<file path="config.mk">
export PLATFORM = sky130hd
export DESIGN_NAME = nic_page_regs
export DESIGN_NICKNAME = d
export VERILOG_FILES = /design/src/rtl/nicr_pkg.sv /design/src/rtl/nicr_cmd_ctrl.sv /design/src/rtl/nicr_irq_ctrl.sv /design/src/rtl/nicr_bank_regs.sv /design/src/rtl/nic_page_regs.sv
export SDC_FILE = /design/constraint.sdc
export NUM_CORES = 1
export LEC_CHECK = 0
export BUFFER_PORTS_ARGS = -buffer_cell sky130_fd_sc_hd__buf_2
export CAP_MARGIN = 25
export CORE_MARGIN = 2
export CORE_UTILIZATION = 57
export CTS_BUF_LIST = sky130_fd_sc_hd__clkbuf_2
export DETAILED_ROUTE_END_ITERATION = 10
export GPL_TIMING_DRIVEN = 0
export MAX_ROUTING_LAYER = met4
export PLACE_DENSITY = 0.88
export SYNTH_ARGS = -nofsm -noshare
export SYNTH_HDL_FRONTEND = slang
export SYNTH_SLANG_ARGS = --single-unit
</file>
<file path="constraint.sdc">
create_clock -name clk -period 3.9 [get_ports clk]
set_input_delay 1.17 -clock clk [delete_from_list [all_inputs] [get_ports clk]]
set_output_delay 1.17 -clock clk [all_outputs]
set_load 0.005 [all_outputs]
</file>
<file path="src/rtl/nicr_pkg.sv">
package nicr_pkg;
  // command register bit positions
  localparam int CMD_STP  = 0;
  localparam int CMD_STA  = 1;
  localparam int CMD_TXP  = 2;
  localparam int CMD_RRD  = 3;
  localparam int CMD_RWR  = 4;
  localparam int CMD_NDMA = 5;

  // interrupt status bit positions
  localparam int IS_TX  = 1;
  localparam int IS_RDC = 6;
  localparam int IS_RST = 7;

  localparam int CNT_W = 16;
  localparam int EVT_W = 7;

  localparam logic [7:0] CMD_RESET  = 8'h01;
  localparam logic [7:0] ISR_RESET  = 8'h80;
  localparam logic [7:0] ISR_WCMASK = 8'h7F;
  localparam logic [7:0] TSR_SENT   = 8'h01;

  // effective addresses {page, offset}
  localparam logic [5:0] A_PSTART = 6'h01;
  localparam logic [5:0] A_PSTOP  = 6'h02;
  localparam logic [5:0] A_BNRY   = 6'h03;
  localparam logic [5:0] A_TPG    = 6'h04;
  localparam logic [5:0] A_TCL    = 6'h05;
  localparam logic [5:0] A_TCH    = 6'h06;
  localparam logic [5:0] A_ISR    = 6'h07;
  localparam logic [5:0] A_RSL    = 6'h08;
  localparam logic [5:0] A_RSH    = 6'h09;
  localparam logic [5:0] A_RCL    = 6'h0A;
  localparam logic [5:0] A_RCH    = 6'h0B;
  localparam logic [5:0] A_RXC    = 6'h0C;
  localparam logic [5:0] A_DCF    = 6'h0E;
  localparam logic [5:0] A_IMR    = 6'h0F;
  localparam logic [5:0] A_STA    = 6'h11;
  localparam logic [5:0] A_CUR    = 6'h17;
  localparam logic [5:0] A_MC     = 6'h18;
  localparam logic [5:0] A_P2STA  = 6'h21;
  localparam logic [5:0] A_P2STP  = 6'h22;
  localparam logic [5:0] A_CFG0   = 6'h33;
  localparam logic [5:0] A_CFG2   = 6'h35;
  localparam logic [5:0] A_CFG3   = 6'h36;
endpackage

</file>
<file path="src/rtl/nicr_cmd_ctrl.sv">
module nicr_cmd_ctrl
  import nicr_pkg::*;
(
  input  logic             clk,
  input  logic             rst,
  input  logic             cmd_wr,
  input  logic [7:0]       wr_data,
  input  logic [CNT_W-1:0] rcnt,
  output logic [7:0]       cmd,
  output logic             start_wr,
  output logic             zero_dma,
  output logic             tx_start,
  output logic [7:0]       tsr
);
  localparam logic [7:0] TXP_CLR = ~(8'h01 << CMD_TXP);

  logic tx_go;

  always_comb begin
    start_wr = cmd_wr && !wr_data[CMD_STP];
    zero_dma = start_wr && (wr_data[CMD_RRD] || wr_data[CMD_RWR]) && (rcnt == '0);
    tx_go    = start_wr && wr_data[CMD_TXP];
  end

  always_ff @(posedge clk) begin
    if (rst) begin
      cmd      <= CMD_RESET;
      tx_start <= 1'b0;
      tsr      <= 8'h00;
    end else begin
      tx_start <= tx_go;
      if (cmd_wr) cmd <= tx_go ? (wr_data & TXP_CLR) : wr_data;
      if (tx_go)  tsr <= TSR_SENT;
    end
  end
endmodule

</file>
<file path="src/rtl/nicr_irq_ctrl.sv">
module nicr_irq_ctrl
  import nicr_pkg::*;
(
  input  logic             clk,
  input  logic             rst,
  input  logic             mask_wr,
  input  logic             clr_wr,
  input  logic [7:0]       wr_data,
  input  logic [EVT_W-1:0] set_in,
  input  logic             clr_rst,
  output logic [7:0]       status,
  output logic [7:0]       mask,
  output logic             irq
);
  logic [7:0] clr_vec, status_n, mask_n;

  always_comb begin
    clr_vec = clr_wr ? (wr_data & ISR_WCMASK) : 8'h00;
    if (clr_rst) clr_vec[IS_RST] = 1'b1;
    status_n = (status & ~clr_vec) | {1'b0, set_in};
    mask_n   = mask_wr ? wr_data : mask;
  end

  always_ff @(posedge clk) begin
    if (rst) begin
      status <= ISR_RESET;
      mask   <= 8'h00;
      irq    <= 1'b0;
    end else begin
      status <= status_n;
      mask   <= mask_n;
      irq    <= |(status_n & mask_n & ISR_WCMASK);
    end
  end
endmodule

</file>
<file path="src/rtl/nicr_bank_regs.sv">
module nicr_bank_regs
  import nicr_pkg::*;
#(
  parameter int         N_STA = 6,
  parameter int         N_MC  = 8,
  parameter logic [7:0] ID0   = 8'h50,
  parameter logic [7:0] ID1   = 8'h43,
  parameter logic [7:0] CFG0  = 8'h00,
  parameter logic [7:0] CFG2  = 8'h40,
  parameter logic [7:0] CFG3  = 8'h40
) (
  input  logic               clk,
  input  logic               rst,
  input  logic               wr_en,
  input  logic               rd_en,
  input  logic [3:0]         addr,
  input  logic [7:0]         wr_data,
  input  logic [7:0]         cmd,
  input  logic [7:0]         isr,
  input  logic [7:0]         tsr,
  output logic               mask_wr,
  output logic               clr_wr,
  output logic [7:0]         rd_data,
  output logic [7:0]         ring_start,
  output logic [7:0]         ring_stop,
  output logic [7:0]         bnry_pg,
  output logic [7:0]         cur_pg,
  output logic [7:0]         tx_page,
  output logic [CNT_W-1:0]   tx_len,
  output logic [CNT_W-1:0]   rdma_addr,
  output logic [CNT_W-1:0]   rdma_cnt,
  output logic [7:0]         rcv_cfg,
  output logic [7:0]         data_cfg,
  output logic [8*N_STA-1:0] station_addr,
  output logic [8*N_MC-1:0]  mcast_filter
);
  logic [5:0] eff;
  logic       bw;
  logic [7:0] sta_q [N_STA];
  logic [7:0] mc_q  [N_MC];
  logic [7:0] rmux;

  assign eff     = {cmd[7:6], addr};
  assign bw      = wr_en && (addr != 4'h0);
  assign mask_wr = bw && (eff == A_IMR);
  assign clr_wr  = bw && (eff == A_ISR);

  always_ff @(posedge clk) begin
    if (rst) begin
      ring_start <= '0; ring_stop <= '0; bnry_pg <= '0; cur_pg <= '0;
      tx_page    <= '0; tx_len    <= '0; rdma_addr <= '0; rdma_cnt <= '0;
      rcv_cfg    <= '0; data_cfg  <= '0;
    end else if (bw) begin
      case (eff)
        A_PSTART: ring_start       <= wr_data;
        A_PSTOP:  ring_stop        <= wr_data;
        A_BNRY:   bnry_pg          <= wr_data;
        A_CUR:    cur_pg           <= wr_data;
        A_TPG:    tx_page          <= wr_data;
        A_TCL:    tx_len[7:0]      <= wr_data;
        A_TCH:    tx_len[15:8]     <= wr_data;
        A_RSL:    rdma_addr[7:0]   <= wr_data;
        A_RSH:    rdma_addr[15:8]  <= wr_data;
        A_RCL:    rdma_cnt[7:0]    <= wr_data;
        A_RCH:    rdma_cnt[15:8]   <= wr_data;
        A_RXC:    rcv_cfg          <= wr_data;
        A_DCF:    data_cfg         <= wr_data;
        default: ;
      endcase
    end
  end

  for (genvar i = 0; i < N_STA; i++) begin : g_sta
    always_ff @(posedge clk) begin
      if (rst) sta_q[i] <= '0;
      else if (bw && eff == A_STA + 6'(i)) sta_q[i] <= wr_data;
    end
    assign station_addr[8*i +: 8] = sta_q[i];
  end

  for (genvar i = 0; i < N_MC; i++) begin : g_mc
    always_ff @(posedge clk) begin
      if (rst) mc_q[i] <= '0;
      else if (bw && eff == A_MC + 6'(i)) mc_q[i] <= wr_data;
    end
    assign mcast_filter[8*i +: 8] = mc_q[i];
  end

  always_comb begin
    case (eff)
      A_BNRY:  rmux = bnry_pg;
      A_TPG:   rmux = tsr;
      A_ISR:   rmux = isr;
      A_RSL:   rmux = rdma_addr[7:0];
      A_RSH:   rmux = rdma_addr[15:8];
      A_RCL:   rmux = ID0;
      A_RCH:   rmux = ID1;
      A_CUR:   rmux = cur_pg;
      A_P2STA: rmux = ring_start;
      A_P2STP: rmux = ring_stop;
      A_CFG0:  rmux = CFG0;
      A_CFG2:  rmux = CFG2;
      A_CFG3:  rmux = CFG3;
      default: rmux = 8'h00;
    endcase
    for (int i = 0; i < N_STA; i++)
      if (eff == A_STA + 6'(i)) rmux = sta_q[i];
    for (int i = 0; i < N_MC; i++)
      if (eff == A_MC + 6'(i)) rmux = mc_q[i];
  end

  always_ff @(posedge clk) begin
    if (rst)        rd_data <= 8'h00;
    else if (rd_en) rd_data <= (addr == 4'h0) ? cmd : rmux;
  end
endmodule

</file>
<file path="src/rtl/nic_page_regs.sv">
module nic_page_regs
  import nicr_pkg::*;
#(
  parameter int         N_STA = 6,
  parameter int         N_MC  = 8,
  parameter logic [7:0] ID0   = 8'h50,
  parameter logic [7:0] ID1   = 8'h43
) (
  input  logic               clk,
  input  logic               rst,
  input  logic               wr_en,
  input  logic               rd_en,
  input  logic [3:0]         addr,
  input  logic [7:0]         wr_data,
  output logic [7:0]         rd_data,
  input  logic [EVT_W-1:0]   evt_set,
  output logic               irq,
  output logic               tx_start,
  output logic [7:0]         tx_page,
  output logic [CNT_W-1:0]   tx_len,
  output logic [7:0]         ring_start,
  output logic [7:0]         ring_stop,
  output logic [7:0]         bnry_pg,
  output logic [7:0]         cur_pg,
  output logic [CNT_W-1:0]   rdma_addr,
  output logic [CNT_W-1:0]   rdma_cnt,
  output logic [7:0]         rcv_cfg,
  output logic [7:0]         data_cfg,
  output logic [8*N_STA-1:0] station_addr,
  output logic [8*N_MC-1:0]  mcast_filter
);
  logic [7:0]       cmd_q, isr_q, imr_q, tsr_q;
  logic             start_wr, zero_dma, mask_wr, clr_wr;
  logic [EVT_W-1:0] set_vec;

  always_comb begin
    set_vec = evt_set;
    if (tx_start_set) set_vec[IS_TX]  = 1'b1;
    if (zero_dma)     set_vec[IS_RDC] = 1'b1;
  end

  logic tx_start_set;
  assign tx_start_set = start_wr && wr_data[CMD_TXP];

  nicr_cmd_ctrl u_cmd (
    .clk(clk), .rst(rst), .cmd_wr(wr_en && addr == 4'h0), .wr_data(wr_data),
    .rcnt(rdma_cnt), .cmd(cmd_q), .start_wr(start_wr), .zero_dma(zero_dma),
    .tx_start(tx_start), .tsr(tsr_q)
  );

  nicr_irq_ctrl u_irq (
    .clk(clk), .rst(rst), .mask_wr(mask_wr), .clr_wr(clr_wr), .wr_data(wr_data),
    .set_in(set_vec), .clr_rst(start_wr), .status(isr_q), .mask(imr_q), .irq(irq)
  );

  nicr_bank_regs #(
    .N_STA(N_STA), .N_MC(N_MC), .ID0(ID0), .ID1(ID1)
  ) u_bank (
    .clk(clk), .rst(rst), .wr_en(wr_en), .rd_en(rd_en), .addr(addr),
    .wr_data(wr_data), .cmd(cmd_q), .isr(isr_q), .tsr(tsr_q),
    .mask_wr(mask_wr), .clr_wr(clr_wr), .rd_data(rd_data),
    .ring_start(ring_start), .ring_stop(ring_stop), .bnry_pg(bnry_pg),
    .cur_pg(cur_pg), .tx_page(tx_page), .tx_len(tx_len),
    .rdma_addr(rdma_addr), .rdma_cnt(rdma_cnt), .rcv_cfg(rcv_cfg),
    .data_cfg(data_cfg), .station_addr(station_addr), .mcast_filter(mcast_filter)
  );
endmodule

</file>
== After elaboration in Yosys (flattened, before gate mapping) ==
Memories as Yosys holds them, arrays and structs flattened.
Index checks and enable logic that the tools add are counted.
W data, S select, Z words.

* Register bits after elaboration: 139
* Bits in writable memories: 112
* Input bits: 23
* Output and inout bits: 226
* Word-level logic and storage cells: 195
* Memories kept: 2

{| class="wikitable"
|+ Memory list
! memory !! depth !! bits a word !! rd ports !! clocked after memory_dff !! write ports !! RTL line !! RTL
|-
| u_bank.mc_q || 8 || 8 || 8 || 0 || 8 || nicr_bank_regs.sv:40 || <nowiki>logic [7:0] mc_q [N_MC];</nowiki>
|-
| u_bank.sta_q || 6 || 8 || 6 || 0 || 6 || nicr_bank_regs.sv:39 || <nowiki>logic [7:0] sta_q [N_STA];</nowiki>
|}

* Equality and inequality tests: 33
* Muxes and demuxes: 80
* Bitwise operators: 18
* Reduce and logical (&&, ||, !) cells: 42

{| class="wikitable"
|+ Operators with widths
! kind !! count
|-
| $mux W8 || 30
|-
| $eq A6 B5 Y1 const B || 15
|-
| $pmux W8 S11 || 1
|-
| $mux W1 || 47
|-
| $eq A6 B4 Y1 const B || 7
|-
| $reduce_and A2 Y1 || 13
|-
| $eq A6 B3 Y1 const B || 4
|-
| $eq A6 B6 Y1 const B || 4
|-
| $logic_and A1 B1 Y1 || 22
|-
| $logic_not A16 Y1 || 1
|-
| $or A1 B1 Y1 || 14
|-
| $eq A6 B2 Y1 const B || 2
|-
| $and A8 B8 Y8 || 1
|-
| $not A8 Y8 || 1
|-
| $or A8 B7 Y8 || 1
|-
| $and A7 B7 Y7 || 1
|-
| $mux W7 || 1
|-
| $reduce_or A7 Y1 || 1
|-
| $eq A6 B1 Y1 const B || 1
|-
| $logic_not A4 Y1 || 1
|-
| $reduce_bool A4 Y1 || 1
|-
| $mux W3 || 1
|-
| $reduce_or A2 Y1 || 1
|-
| $logic_not A1 Y1 || 1
|-
| $logic_or A1 B1 Y1 || 1
|}

== Longest topological paths before layout ==
Gate-level depths: netlist of the first run.

* Depth after elaboration: 18
* Depth in mapped cells: 10
* Depth with buffers taken out: 6

== By module ==
From an unflattened synthesis of the first run, not the netlist that was laid out.

* Cells, all modules: 1,180
* Area total of the unflattened synthesis: 11,695.0 sq um

{| class="wikitable"
|+ Modules (own cells, without submodules)
! module !! times used !! cells each !! area an instance (sq um) !! seq. area each (sq um)
|-
| nicr_bank_regs || 1 || 1,062 || 10,603.9 || 5,605.4
|-
| nicr_irq_ctrl || 1 || 65 || 606.8 || 340.3
|-
| nicr_cmd_ctrl || 1 || 49 || 451.7 || 200.2
|-
| nic_page_regs || 1 || 4 || 32.5 || 0.0
|}

== Worst setup path after synthesis of the first run ==
Ideal clock, no wire load.

* Kind: input port to flip-flop
* From: input addr[2]
* To: memory u_bank.sta_q[1][2] (netlist: u_bank.sta_q[0][10]) (enable)
* Setup time: 0.384 ns
* Arrival: 2.711 ns
* Data required time: 3.516 ns
* Slack: 0.805 ns
* Stages on the path: 5
* Path buffers: 2
* Cell sequence: buf_6 -> buf_6 -> nor4b_4 -> nand2_2 -> o21ai_0

{| class="wikitable"
|+ RTL lines
! item !! RTL line !! RTL
|-
| start, declared || nic_page_regs.sv:13 || <nowiki>input logic [3:0] addr,</nowiki>
|-
| end, declared || nicr_bank_regs.sv:39 ||
|}

== Worst setup path in the final report of the first run ==
* From: input addr[1]
* To: register u_bank.rd_data[6]

* Longest elaborated chain between the ends: 18

{| class="wikitable"
|+ Ends and longest elaborated chain
! item !! RTL line !! RTL
|-
| $eq A6 B6 Y1 || nicr_bank_regs.sv:90 || <nowiki>case (eff)</nowiki>
|-
| $reduce_or A2 Y1 (no line) || -- ||
|-
| $pmux W8 S11 || nicr_bank_regs.sv:90 ||
|-
| $mux W8 (6 in series) || nicr_bank_regs.sv:107 || <nowiki>if (eff == A_STA + 6'(i)) rmux = sta_q[i];</nowiki>
|-
| $mux W8 (8 in series) || nicr_bank_regs.sv:109 || <nowiki>if (eff == A_MC + 6'(i)) rmux = mc_q[i];</nowiki>
|-
| $mux W8 * || nicr_bank_regs.sv:114 || <nowiki>else if (rd_en) rd_data <= (addr == 4'h0) ? cmd : rmux;</nowiki>
|-
| end signal, assigned || nicr_bank_regs.sv:114 ||
|-
| end, declared || nicr_bank_regs.sv:23 || <nowiki>output logic [7:0] rd_data,</nowiki>
|}

Mark *: on every way between the ends. The rest lies on a longest branch, timed or not.
A chain may end at the register's enable or synchronous reset.

==> qor.csv, run 1 <==
metric,value,unit
Worst Path Required,4660,ps
critical path's top delay family,buffers and inverters,
Vias,11422,
GR Overflow Total,0,
"Top FF cell, synth",dfxtp_1,
post-synth cell types,83,
Most common cell on crit path,buf_4,
Synth Area in Simple Gates,0.2211,
switching share of total power,0.2855,
Synth Area in XOR/XNOR,0.0007550,
cells after synthesis,1139,
final-report setup violation count,0,
adder-cell share of the synthesized area,0,
register area share after synthesis,0.5281,
depth of the most critical reg-to-reg path,8,
I/O Buffers,246,
Synth Cell Area,11600,um2
Die Span Y,146.7,um
# IOs,249,
Post-synth EDFFs,112,
DRT iter0 DRCs,1637,
Placeable Area,20100,um2
fin crit period,3104,ps
Clock Tree Root,clkbuf_2,
"Cell Chain, Critical Path",buf_2 -> buf_4 -> buf_6 -> buf_4 -> buf_2 -> buf_4 -> nor2_1 -> o21ai_0 -> nand3_1 -> nor4_1 -> o22ai_1,
Worst setup SP type,primary input,
post-cts hold buffer count,0,
Setup CP Type,in -> reg,
CP max stage cell,nor4_1,
Slew headroom,0.2872,
Clock Sinks,250,
final instance area,13810,um2
P per Cell Area,371.8,nW/um2
Post-DRT Antenna Nets,0,
r2r setup slk,940,ps
worst-skew pair later-pin latency,940,ps
internal power,3670,uW
GRT Total Usage,0.3940,
Critical Path Source,addr[1],
CTS resizes,0,
CTS Buf Count,59,
synthesized net count,1162,
status,completed,
hold_sp,u_cmd.cmd[2],
reg2reg end,u_bank.rd_data[6],
compound-cell area share of the yosys netlist,0.1230,
Post-Route Utilization,0.6871,
vias per cell,6.435,
RSZ-0062 raised after global routing,no,
share of cells above drive strength 1,0.2796,
Final Slew Violations,0,
Hold Fails Final Rpt,0,
Critical Path AT,3870,ps
combinational power share,0.092,
maximum clock path buffer count,3,
worst slew pin tran,1058,ps
final worst slack,796.0,ps
row count,52,
CTS tree,done,
initial antenna violation count,3,
Post-CTS Setup Inserts,0,
dpl cell area,13210,um2
"FFs w/ async S/R, synth",0,
Yosys reg bits,250,
Worst Setup EP,u_bank.rd_data[6],
Residual DRC,0,
sequential power share,0.555,
WL final,42890,um
vias in the first global route,10500,
Mean Syn Cell Area,10.18,um2
Starting Density,0.5770,
Worst path depth,11,
largest net degree at the start of global routing,17,
Fin Hold WS,467.6,ps
Switching Power,1466,uW
H-tree depth,2,
Hold Crit Class,reg -> reg,
CP peak stage delay,690,ps
number of fill cells,1613,
fmax,322.2,MHz
Synth Warn #,0,
Area Overhead vs Synth,19.08,%
CP bufs+invs,6,
"CTS clk-pin slew, worst paths",120,ps
Clock Skew,77.09,ps
first-pass GRT wire length,62400,um
Worst Path Max Fanout,10,
wire length per cell,24.16,um
Post-Place Setup Slack,74.95,ps
worst vdd ir,0.2022,mV
DIE AREA,21510,um2
endpoint class of the critical path,register,
mux share of post-synthesis cell area,0.08187,
Post-DP HPWL,31120,um
clock network fraction of total power,0.353,
Leakage Power,0.006185,uW
drt pass-1 iters,7,
Crit Reg-Reg Startpoint,u_cmd.cmd[7],
largest family of logic cells by synthesized area,simple AND/OR/NAND/NOR gates,
Max Cap Viol,0,
Die X-Extent,146.7,um
fin crit share,0.7959,
RD Place Congestion,0.9953,
NumNets Final,1481,
[power groups by stage]
| stage | combinational, uW | sequential (uW) | clock, uW |
|---|---|---|---|
| detailed placement | 451 | 2910 | 0 |
| finish | 472 | 2850 | 1810 |
| global placement | 438 | 2910 | 0 |
| global route | 493 | 2850 | 1920 |
| CTS | 453 | 2850 | 1790 |
| floorplan | 242 | 2890 | 0 |
[kinds of logic after synthesis]
family / count (synthesis)
flip-flops: 250
multiplexers: 93
buffers and inverters: 109
XOR/XNOR: 1
AO/OA/AOI/OAI: 220
AND/OR/NAND/NOR: 466
[cells in the mapped netlist (11+ instances only)]
cell	instances	area share
and2_1	45	0.024
nor2_1	122	0.039
o21ai_0	40	0.017
mux2i_1	90	0.078
nand2_1	85	0.028
nand3_1	43	0.019
edfxtp_1	112	0.29
a21oi_1	73	0.031
and3_1	84	0.045
clkbuf_1	68	0.022
dfxtp_1	138	0.24
a22oi_1	14	0.0091
nor3_1	11	0.0047
[worst min path at each step]
stage / depth (start not counted) / slack [ps] / endpoint
after floorplan: 2 / 430 / u_cmd.cmd[5]
after global placement: 2 / 440 / u_cmd.cmd[2]
after detailed placement: 2 / 450 / u_cmd.cmd[2]
after CTS: 3 / 460 / u_irq.status[3]
after global routing: 3 / 490 / u_irq.status[4]
final: 2 / 470 / u_cmd.cmd[2]
[layout make-up]
class	count	area [um2]	share of cell area
diodes	3	7.507	0.0005435
plain buffers	100	490.5	0.03551
clock buffers	88	440.4	0.03188
clock inverters	17	122.6	0.008877
inverters	9	33.78	0.002446
multi-input cells	780	4950	0.3583
flip-flops and latches	250	6126	0.4435
well taps	270	337.8	0.02446
repair buffers	258	1305	0.09447
[flip-flops by register name (all words and copies together) (netlist names)]
register / flops
u_bank.bnry_pg: 8
u_bank.tx_len: 16
u_bank.rd_data: 8
u_bank.cur_pg: 8
u_cmd.cmd: 8
u_irq.mask: 7
u_irq.status: 8
u_bank.sta_q: 48
u_bank.ring_start: 8
u_cmd.tx_start: 1
u_bank.tx_page: 8
u_bank.rdma_cnt: 16
u_bank.mc_q: 64
u_cmd.tsr: 1
u_bank.rdma_addr: 16
u_bank.rcv_cfg: 8
u_bank.data_cfg: 8
u_bank.ring_stop: 8
u_irq.irq: 1
[per-stage QoR]
step	setup TNS, ps	std cells	total power [uW]
2_1_floorplan	0	1139	3133
3_3_place_gp	-69.60	1655	3346
3_5_place_dp	0	1662	3358
4_1_cts	0	1767	5090
5_1_grt	0	1775	5270
6_report	0	1775	5136
[metal layers]
layer | up-vias | part of all wire | wire, um | global-route usage
met5 | - | 0 | 0 | -
met4 | 0 | 0.050 | 2142 | 0.1791
met3 | 189 | 0.14 | 6162 | 0.1022
met2 | 1050 | 0.44 | 18960 | 0.5761
met1 | 5344 | 0.36 | 15620 | 0.5167
li1 | 4839 | - | - | -
[worst min-delay path: stages (launching register included)]
cell and delay (ps):
dfxtp_1 330, nand2_1 50, a21oi_1 50
[placed cells by master (no fill, tap or decap), drive strengths merged, types with 15 or more instances in the layout]
master and count:
buf 287, nor2 126, nand2 88, a21oi 74, and2 45, mux2i 90
clkbuf 159, nor4 15, dfxtp 138, and3 84, nand3 44, clkinv 15
edfxtp 112, o21ai 43, nor3 17
Power figures use the tool's default switching activity.
==> run 2, diff against run 1 <==
Clock period 3.9 ns to 2.9 ns, I/O delays scaled along.
==> run 2 against run 1 <==
Net effect:
- cell area is essentially flat
- routed wire length is essentially flat
- critical endpoint is now u_bank.rd_data[4]
- largest power group unchanged
- clock power rose by 34%
==> qor.csv, run 2 (synthesis results as in run 1) <==
metric,value,unit,change
status,completed,,unchanged
GR Overflow Total,0,,unchanged
r2r setup slk,60,ps,was 940 ps
Area Overhead vs Synth,19.13,%,was 19.08%
CTS resizes,0,,unchanged
P per Cell Area,499.3,nW/um2,was 371.8 nW/um2
CTS Buf Count,59,,unchanged
fin crit share,0.9798,,
I/O Buffers,246,,unchanged
Clock Sinks,250,,unchanged
Largest register FFs,64,,unchanged
Switching Power,1965,uW,was 1466 uW
largest net degree at the start of global routing,17,,unchanged
Post-DP HPWL,31120,um,unchanged
top flop regs,"u_bank.mc_q x64, u_bank.sta_q x48",,unchanged
share of cells above drive strength 1,0.2803,,was 0.2796
Clock Skew,69.50,ps,was 77.09 ps
DRT iter0 DRCs,1637,,unchanged
wire length per cell,24.17,um,was 24.16 um
sequential power share,0.556,,was 0.555
Worst setup SP type,register,,was primary input
vias in the first global route,10500,,unchanged
Die X-Extent,146.7,um,unchanged
Hold Fails Final Rpt,0,,unchanged
maximum clock path buffer count,3,,unchanged
CP max stage cell,a2111oi_0,,was nor4_1
Vias,11394,,was 11422
RSZ-0062 raised after global routing,no,,unchanged
worst vdd ir,0.2710,mV,was 0.2022 mV
"Cell Chain, Critical Path",buf_2 -> nor2_1 -> buf_1 -> and3_1 -> a2111oi_0 -> a31oi_1 -> o21ai_1 -> a211oi_1,,was buf_2 -> buf_4 -> buf_6 -> buf_4 -> buf_2 -> buf_4 -> nor2_1 -> o21ai_0 -> nand3_1 -> nor4_1 -> o22ai_1
Setup CP Type,reg -> reg,,was in -> reg
Hold Path End,u_irq.status[3],,was u_cmd.cmd[2]
Post-DRT Antenna Nets,0,,unchanged
endpoint class of the critical path,register,,unchanged
Worst Path Max Fanout,10,,unchanged
RD Place Congestion,0.9953,,unchanged
H-tree depth,2,,unchanged
internal power,4935,uW,was 3670 uW
Hold Crit Class,in -> reg,,was reg -> reg
total negative slack,0,ps,unchanged
Slew headroom,0.2702,,was 0.2872
"commonest cells after routing, fill and taps aside","264 x buf_2, 138 x dfxtp_1, 122 x nor2_1, 112 x edfxtp_1, 90 x mux2i_1",,unchanged
switching share of total power,0.2848,,was 0.2855
combinational power share,0.092,,about the same
# IOs,249,,unchanged
hold_sp,evt_set[3],,was u_cmd.cmd[2]
first-pass GRT wire length,62400,um,unchanged
Post-CTS Setup Inserts,0,,unchanged
Clock Tree Root,clkbuf_2,,unchanged
Max Cap Viol,0,,unchanged
Placeable Area,20100,um2,unchanged
WL final,42890,um,about the same
Crit Reg-Reg Startpoint,u_cmd.cmd[6],,was u_cmd.cmd[7]
fin crit period,2841,ps,
clock network fraction of total power,0.352,,was 0.353
post-cts hold buffer count,0,,unchanged
fmax,352.0,MHz,
row count,52,,unchanged
CP peak stage delay,680,ps,was 690 ps
CTS tree,done,,unchanged
depth of the most critical reg-to-reg path,8,,unchanged
"CTS clk-pin slew, worst paths",110,ps,was 120 ps
DIE AREA,21510,um2,unchanged
final-report setup violation count,0,,unchanged
Leakage Power,0.006186,uW,was 0.006185 uW
Final Slew Violations,0,,unchanged
Critical Path AT,3570,ps,was 3870 ps
Worst Path Required,3630,ps,was 4660 ps
"most common cell after layout, fill and taps aside",buf_2,,unchanged
reg2reg end,u_bank.rd_data[4],,was u_bank.rd_data[6]
final instance area,13820,um2,was 13810 um2
vias per cell,6.419,,was 6.435
drt pass-1 iters,7,,unchanged
worst slew pin tran,1083,ps,was 1058 ps
dpl cell area,13210,um2,unchanged
NumNets Final,1481,,unchanged
GRT Total Usage,0.3940,,unchanged
Residual DRC,0,,unchanged
worst-skew pair later-pin latency,930,ps,was 940 ps
initial antenna violation count,3,,unchanged
Starting Density,0.5770,,unchanged
number of fill cells,1612,,was 1613
Die Span Y,146.7,um,unchanged
Top reg by flops,u_bank.mc_q,,unchanged
hold depth,3,,was 2
run 2: worst max-delay path by stage:
stage                      start                   to  slack (ps)
finish              u_cmd.cmd[6]    u_bank.rd_data[4]          60
global route        u_cmd.cmd[7]    u_bank.rd_data[6]          50
CTS                 u_cmd.cmd[7]    u_bank.rd_data[6]         170
detailed placement       addr[1]    u_bank.mc_q[0][6]        -630
global placement         addr[3]    u_bank.mc_q[1][4]        -710
floorplan                addr[2]  u_bank.sta_q[0][10]         100
run 2: stage by stage:
step           setup WS [ps]  hold WS [ps]  cells    util  power [uW]
3_3_place_gp          -709.1         441.2   1655  0.6550        4500
5_1_grt                50.75         191.5   1775  0.6874        7088
6_report               58.72         209.2   1775  0.6874        6900
3_5_place_dp          -625.1         449.3   1662  0.6569        4516
2_1_floorplan          104.9         431.9   1139       -        4214
4_1_cts                170.3         160.9   1767  0.6849        6845
run 2: power by group through the flow:
| stage | sequential [uW] | clock [uW] | combinational (uW) |
|---|---|---|---|
| 2_1_floorplan | 3890 | 0 | 326 |
| 3_3_place_gp | 3910 | 0 | 590 |
| 3_5_place_dp | 3910 | 0 | 606 |
| 4_1_cts | 3830 | 2410 | 609 |
| 5_1_grt | 3840 | 2590 | 663 |
| 6_report | 3840 | 2430 | 636 |
run 2: final cells by class:
type                            instances  area, um2  area share
Tap cell                              270      337.8     0.02445
Clock inverter                         17      122.6    0.008873
Multi-Input combinational cell        780       4956      0.3586
Buffer                                100      490.5     0.03549
Inverter                                9      33.78    0.002445
Clock buffer                           88      440.4     0.03187
Antenna cell                            3      7.507   0.0005432
Sequential cell                       250       6126      0.4433
Timing Repair Buffer                  258       1305     0.09443
run 2: worst max-delay path, delay by kind of cell, from the launching register on:
family,cells,cell delay [ps]
simple gates,2,420
flops,1,350
buf+inv,2,550
compound gates,4,1360
run 2: per-layer routing:
metal / routed length [um] / up-vias / part of all wire / GRT usage
li1: - / 4839 / - / -
met1: 15680 / 5307 / 0.37 / 0.5167
met2: 19050 / 1069 / 0.44 / 0.5761
met3: 6102 / 179 / 0.14 / 0.1022
met4: 2061 / 0 / 0.048 / 0.1791
met5: 0 / - / 0 / -
==> run 3, diff against run 2 <==
Settings changed: ABC_AREA set to 1, CORE_UTILIZATION 57 to 56.
==> run 3 against run 2 <==
Net effect:
- flip-flop and latch count is the same
- synthesized area shrank 9.5%
- cell area shrank 8.9%
- power shrank 4.7%
- sequential power is essentially flat
- clock skew shrank 21 ps
- clock power shrank 8%
- maximum frequency grew 7.3%
- highest routed layer unchanged
==> qor.csv, run 3 <==
metric,value,unit,change
Starting Density,0.5652,,was 0.5770
CTS Buf Count,61,,was 59
Top reg by flops,u_bank.mc_q,,unchanged
Hold Crit Class,in -> reg,,unchanged
final instance area,12580,um2,was 13820 um2
final worst slack,252.0,ps,was 58.72 ps
largest net degree at the start of global routing,16,,was 17
fmax,377.7,MHz,was 352.0 MHz
"commonest cells after routing, fill and taps aside","265 x buf_2, 215 x nand2_1, 199 x nor2_1, 148 x a21oi_1, 138 x dfxtp_1",,"was 264 x buf_2, 138 x dfxtp_1, 122 x nor2_1, 112 x edfxtp_1, 90 x mux2i_1"
reg2reg end,u_bank.rd_data[4],,unchanged
Placeable Area,18580,um2,was 20100 um2
drt pass-1 iters,5,,was 7
"Top FF cell, synth",dfxtp_1,,unchanged
Max Cap Viol,0,,unchanged
worst vdd ir,0.3513,mV,was 0.2710 mV
Vias,10595,,was 11394
row count,50,,was 52
commonest cells in the netlist,"215 x nand2_1, 199 x nor2_1, 148 x a21oi_1",,"was 138 x dfxtp_1, 122 x nor2_1, 112 x edfxtp_1"
vias in the first global route,9757,,was 10500
H-tree depth,2,,unchanged
GRT Total Usage,0.3630,,was 0.3940
GR Overflow Total,0,,unchanged
hold depth,3,,unchanged
leading cell type by number of instances after synthesis,nand2_1,,was dfxtp_1
hold_sp,evt_set[3],,unchanged
share of Yosys cell area claimed by the top area cell type,0.3203,,was 0.2899
worst-skew pair later-pin latency,880,ps,was 930 ps
status,completed,,unchanged
Die X-Extent,140.9,um,was 146.7 um
cells after synthesis,1239,,was 1139
Final Slew Violations,0,,unchanged
register area share after synthesis,0.5833,,was 0.5281
DIE AREA,19860,um2,was 21510 um2
fin crit period,2648,ps,was 2841 ps
worst slew pin tran,963.6,ps,was 1083 ps
Area Overhead vs Synth,19.84,%,was 19.13%
"most common cell after layout, fill and taps aside",buf_2,,unchanged
Post-Place Setup Slack,-537.1,ps,was -625.1 ps
P per Cell Area,522.5,nW/um2,was 499.3 nW/um2
vias per cell,5.771,,was 6.419
dpl cell area,12050,um2,was 13210 um2
synthesized net count,1262,,was 1162
fin crit share,0.9131,,was 0.9798
Post-DP HPWL,25820,um,was 31120 um
Mean Syn Cell Area,8.476,um2,was 10.18 um2
I/O Buffers,247,,was 246
NumNets Final,1579,,was 1481
Synth Cell Area,10500,um2,was 11600 um2
Critical Path Source,u_cmd.cmd[7],,was u_cmd.cmd[6]
Crit Reg-Reg Startpoint,u_cmd.cmd[7],,was u_cmd.cmd[6]
depth of the most critical reg-to-reg path,15,,was 8
share of cells above drive strength 1,0.2480,,was 0.2803
Hold Fails Final Rpt,0,,unchanged
Leakage Power,0.005929,uW,was 0.006186 uW
Clock Sinks,250,,unchanged
post-synth top area cell,edfxtp_1,,unchanged
Setup CP Type,reg -> reg,,unchanged
Worst Path Required,3640,ps,was 3630 ps
Worst setup SP type,register,,unchanged
Fin Hold WS,248.6,ps,was 209.2 ps
Critical Path AT,3390,ps,was 3570 ps
Die Span Y,140.9,um,was 146.7 um
Clock Tree Root,clkbuf_2,,unchanged
post-cts hold buffer count,0,,unchanged
wire length per cell,19.72,um,was 24.17 um
Hold Path End,u_irq.status[3],,unchanged
Worst Path Max Fanout,6,,was 10
Post-DRT Antenna Nets,0,,unchanged
initial antenna violation count,1,,was 3
"FFs w/ async S/R, synth",0,,unchanged
CTS tree,done,,unchanged
first-pass GRT wire length,53440,um,was 62400 um
endpoint class of the critical path,register,,unchanged
Largest register FFs,64,,unchanged
Post-CTS Setup Inserts,0,,unchanged
"top cells by area, synth","edfxtp_1 32%, dfxtp_1 26%, nand2_1 7.7%",,"was edfxtp_1 29%, dfxtp_1 24%, mux2i_1 7.8%"
DRT iter0 DRCs,1161,,was 1637
"CTS clk-pin slew, worst paths",120,ps,was 110 ps
WL final,36220,um,was 42890 um
final-report setup violation count,0,,unchanged
Clock Skew,48.27,ps,was 69.50 ps
Slew headroom,0.3576,,was 0.2702
post-synth cell types,29,,was 83
Synth Warn #,0,,unchanged
Post-synth EDFFs,112,,unchanged
# IOs,249,,unchanged
RSZ-0062 raised after global routing,no,,unchanged
maximum clock path buffer count,3,,unchanged
Yosys reg bits,250,,unchanged
total negative slack,0,ps,unchanged
top flop regs,"u_bank.mc_q x64, u_bank.sta_q x48",,unchanged
RD Place Congestion,0.9767,,was 0.9953
r2r setup slk,250,ps,was 60 ps
Residual DRC,0,,unchanged
[run 3: changes by cell type after synthesis, moves of 16 or more]
cell      previous run  this run
inv_1                7        80
nand2_1             85       215
mux2i_1             90         0
and3_1              84         1
clkbuf_1            68        47
nand3_1             43        59
nor2_1             122       199
a21oi_1             73       148
and2_1              45         0
nand4_1              3        25
o21ai_0             40       133
[run 3: area by class of cell]
cell class | instances | area [um2]
Antenna cell | 1 | 2.502
Sequential cell | 250 | 6126
Clock buffer | 82 | 410.4
Buffer | 66 | 274.0
Fill cell | 1543 | 5996
Inverter | 97 | 364.1
Clock inverter | 26 | 101.3
Tap cell | 234 | 292.8
Timing Repair Buffer | 254 | 1276
Multi-Input combinational cell | 826 | 3737
[run 3: repair_timing]
| item | 4_1_cts | 5_1_grt |
|---|---|---|
| resized for setup | 0 | 1 |
| hold endpoints to repair | 0 | 0 |
| endpoints found under the setup margin | 0 | 4 |
[run 3: kinds of logic (layout without fill, tap and decap cells)]
logic type	count (synthesis)	count (layout)	share of synthesized area
DFF	250	250	0.5833
buffers and inverters	163	525	0.06076
other	0	1	0
AOI/OAI and AO/OA	287	287	0.1377
and+or+nand+nor	539	539	0.2182
[run 3: how the worst max path moves through the flow]
| stage | endpoint | slack [ps] |
|---|---|---|
| 2_1_floorplan | u_bank.mc_q[1][16] | 300 |
| 3_5_place_dp | u_bank.mc_q[0][26] | -540 |
| 3_3_place_gp | u_bank.mc_q[0][21] | -520 |
| 4_1_cts | u_bank.mc_q[1][6] | 220 |
| 5_1_grt | u_bank.rd_data[4] | 130 |
| 6_report | u_bank.rd_data[4] | 250 |
[run 3: worst max-delay path, cell delays in order (launching register included)]
cell and delay (ps):
dfxtp_1 540, inv_2 80, nand2_1 190, nor2_1 130, nand2_1 140, nand2_1 70
nor2_1 150, nand3_1 150, nand2_1 150, nand4_1 100, nand2_1 100, nand4_1 130
nor3_1 260, nand4_1 180, nand2_1 100, a21oi_1 60
[run 3: routing by layer]
metal	vias to the layer above	global-route usage	routed length, um	share of wire
met1	4873	0.4785	13820	0.38
met4	0	0.1495	1485	0.041
met5	-	-	0	0
met2	793	0.5507	16350	0.45
li1	4811	-	-	-
met3	118	0.07745	4554	0.13
[run 3: power breakdown]
| part | switching (uW) | internal (uW) | leakage, uW |
|---|---|---|---|
| Clock | 1450 | 772 | 0.000391 |
| Combinational | 367 | 144 | 0.00327 |
| Sequential | 71.5 | 3770 | 0.00227 |
| Total | 1890 | 4680 | 0.00593 |
[run 3: metrics by stage]
| stage | utilization | power [uW] | cells |
|---|---|---|---|
| after floorplan | - | 4137 | 1239 |
| after global placement | 0.6475 | 4396 | 1720 |
| after detailed placement | 0.6486 | 4407 | 1723 |
| after CTS | 0.6761 | 6532 | 1831 |
| after global routing | 0.6773 | 6774 | 1836 |
| final | 0.6773 | 6576 | 1836 |
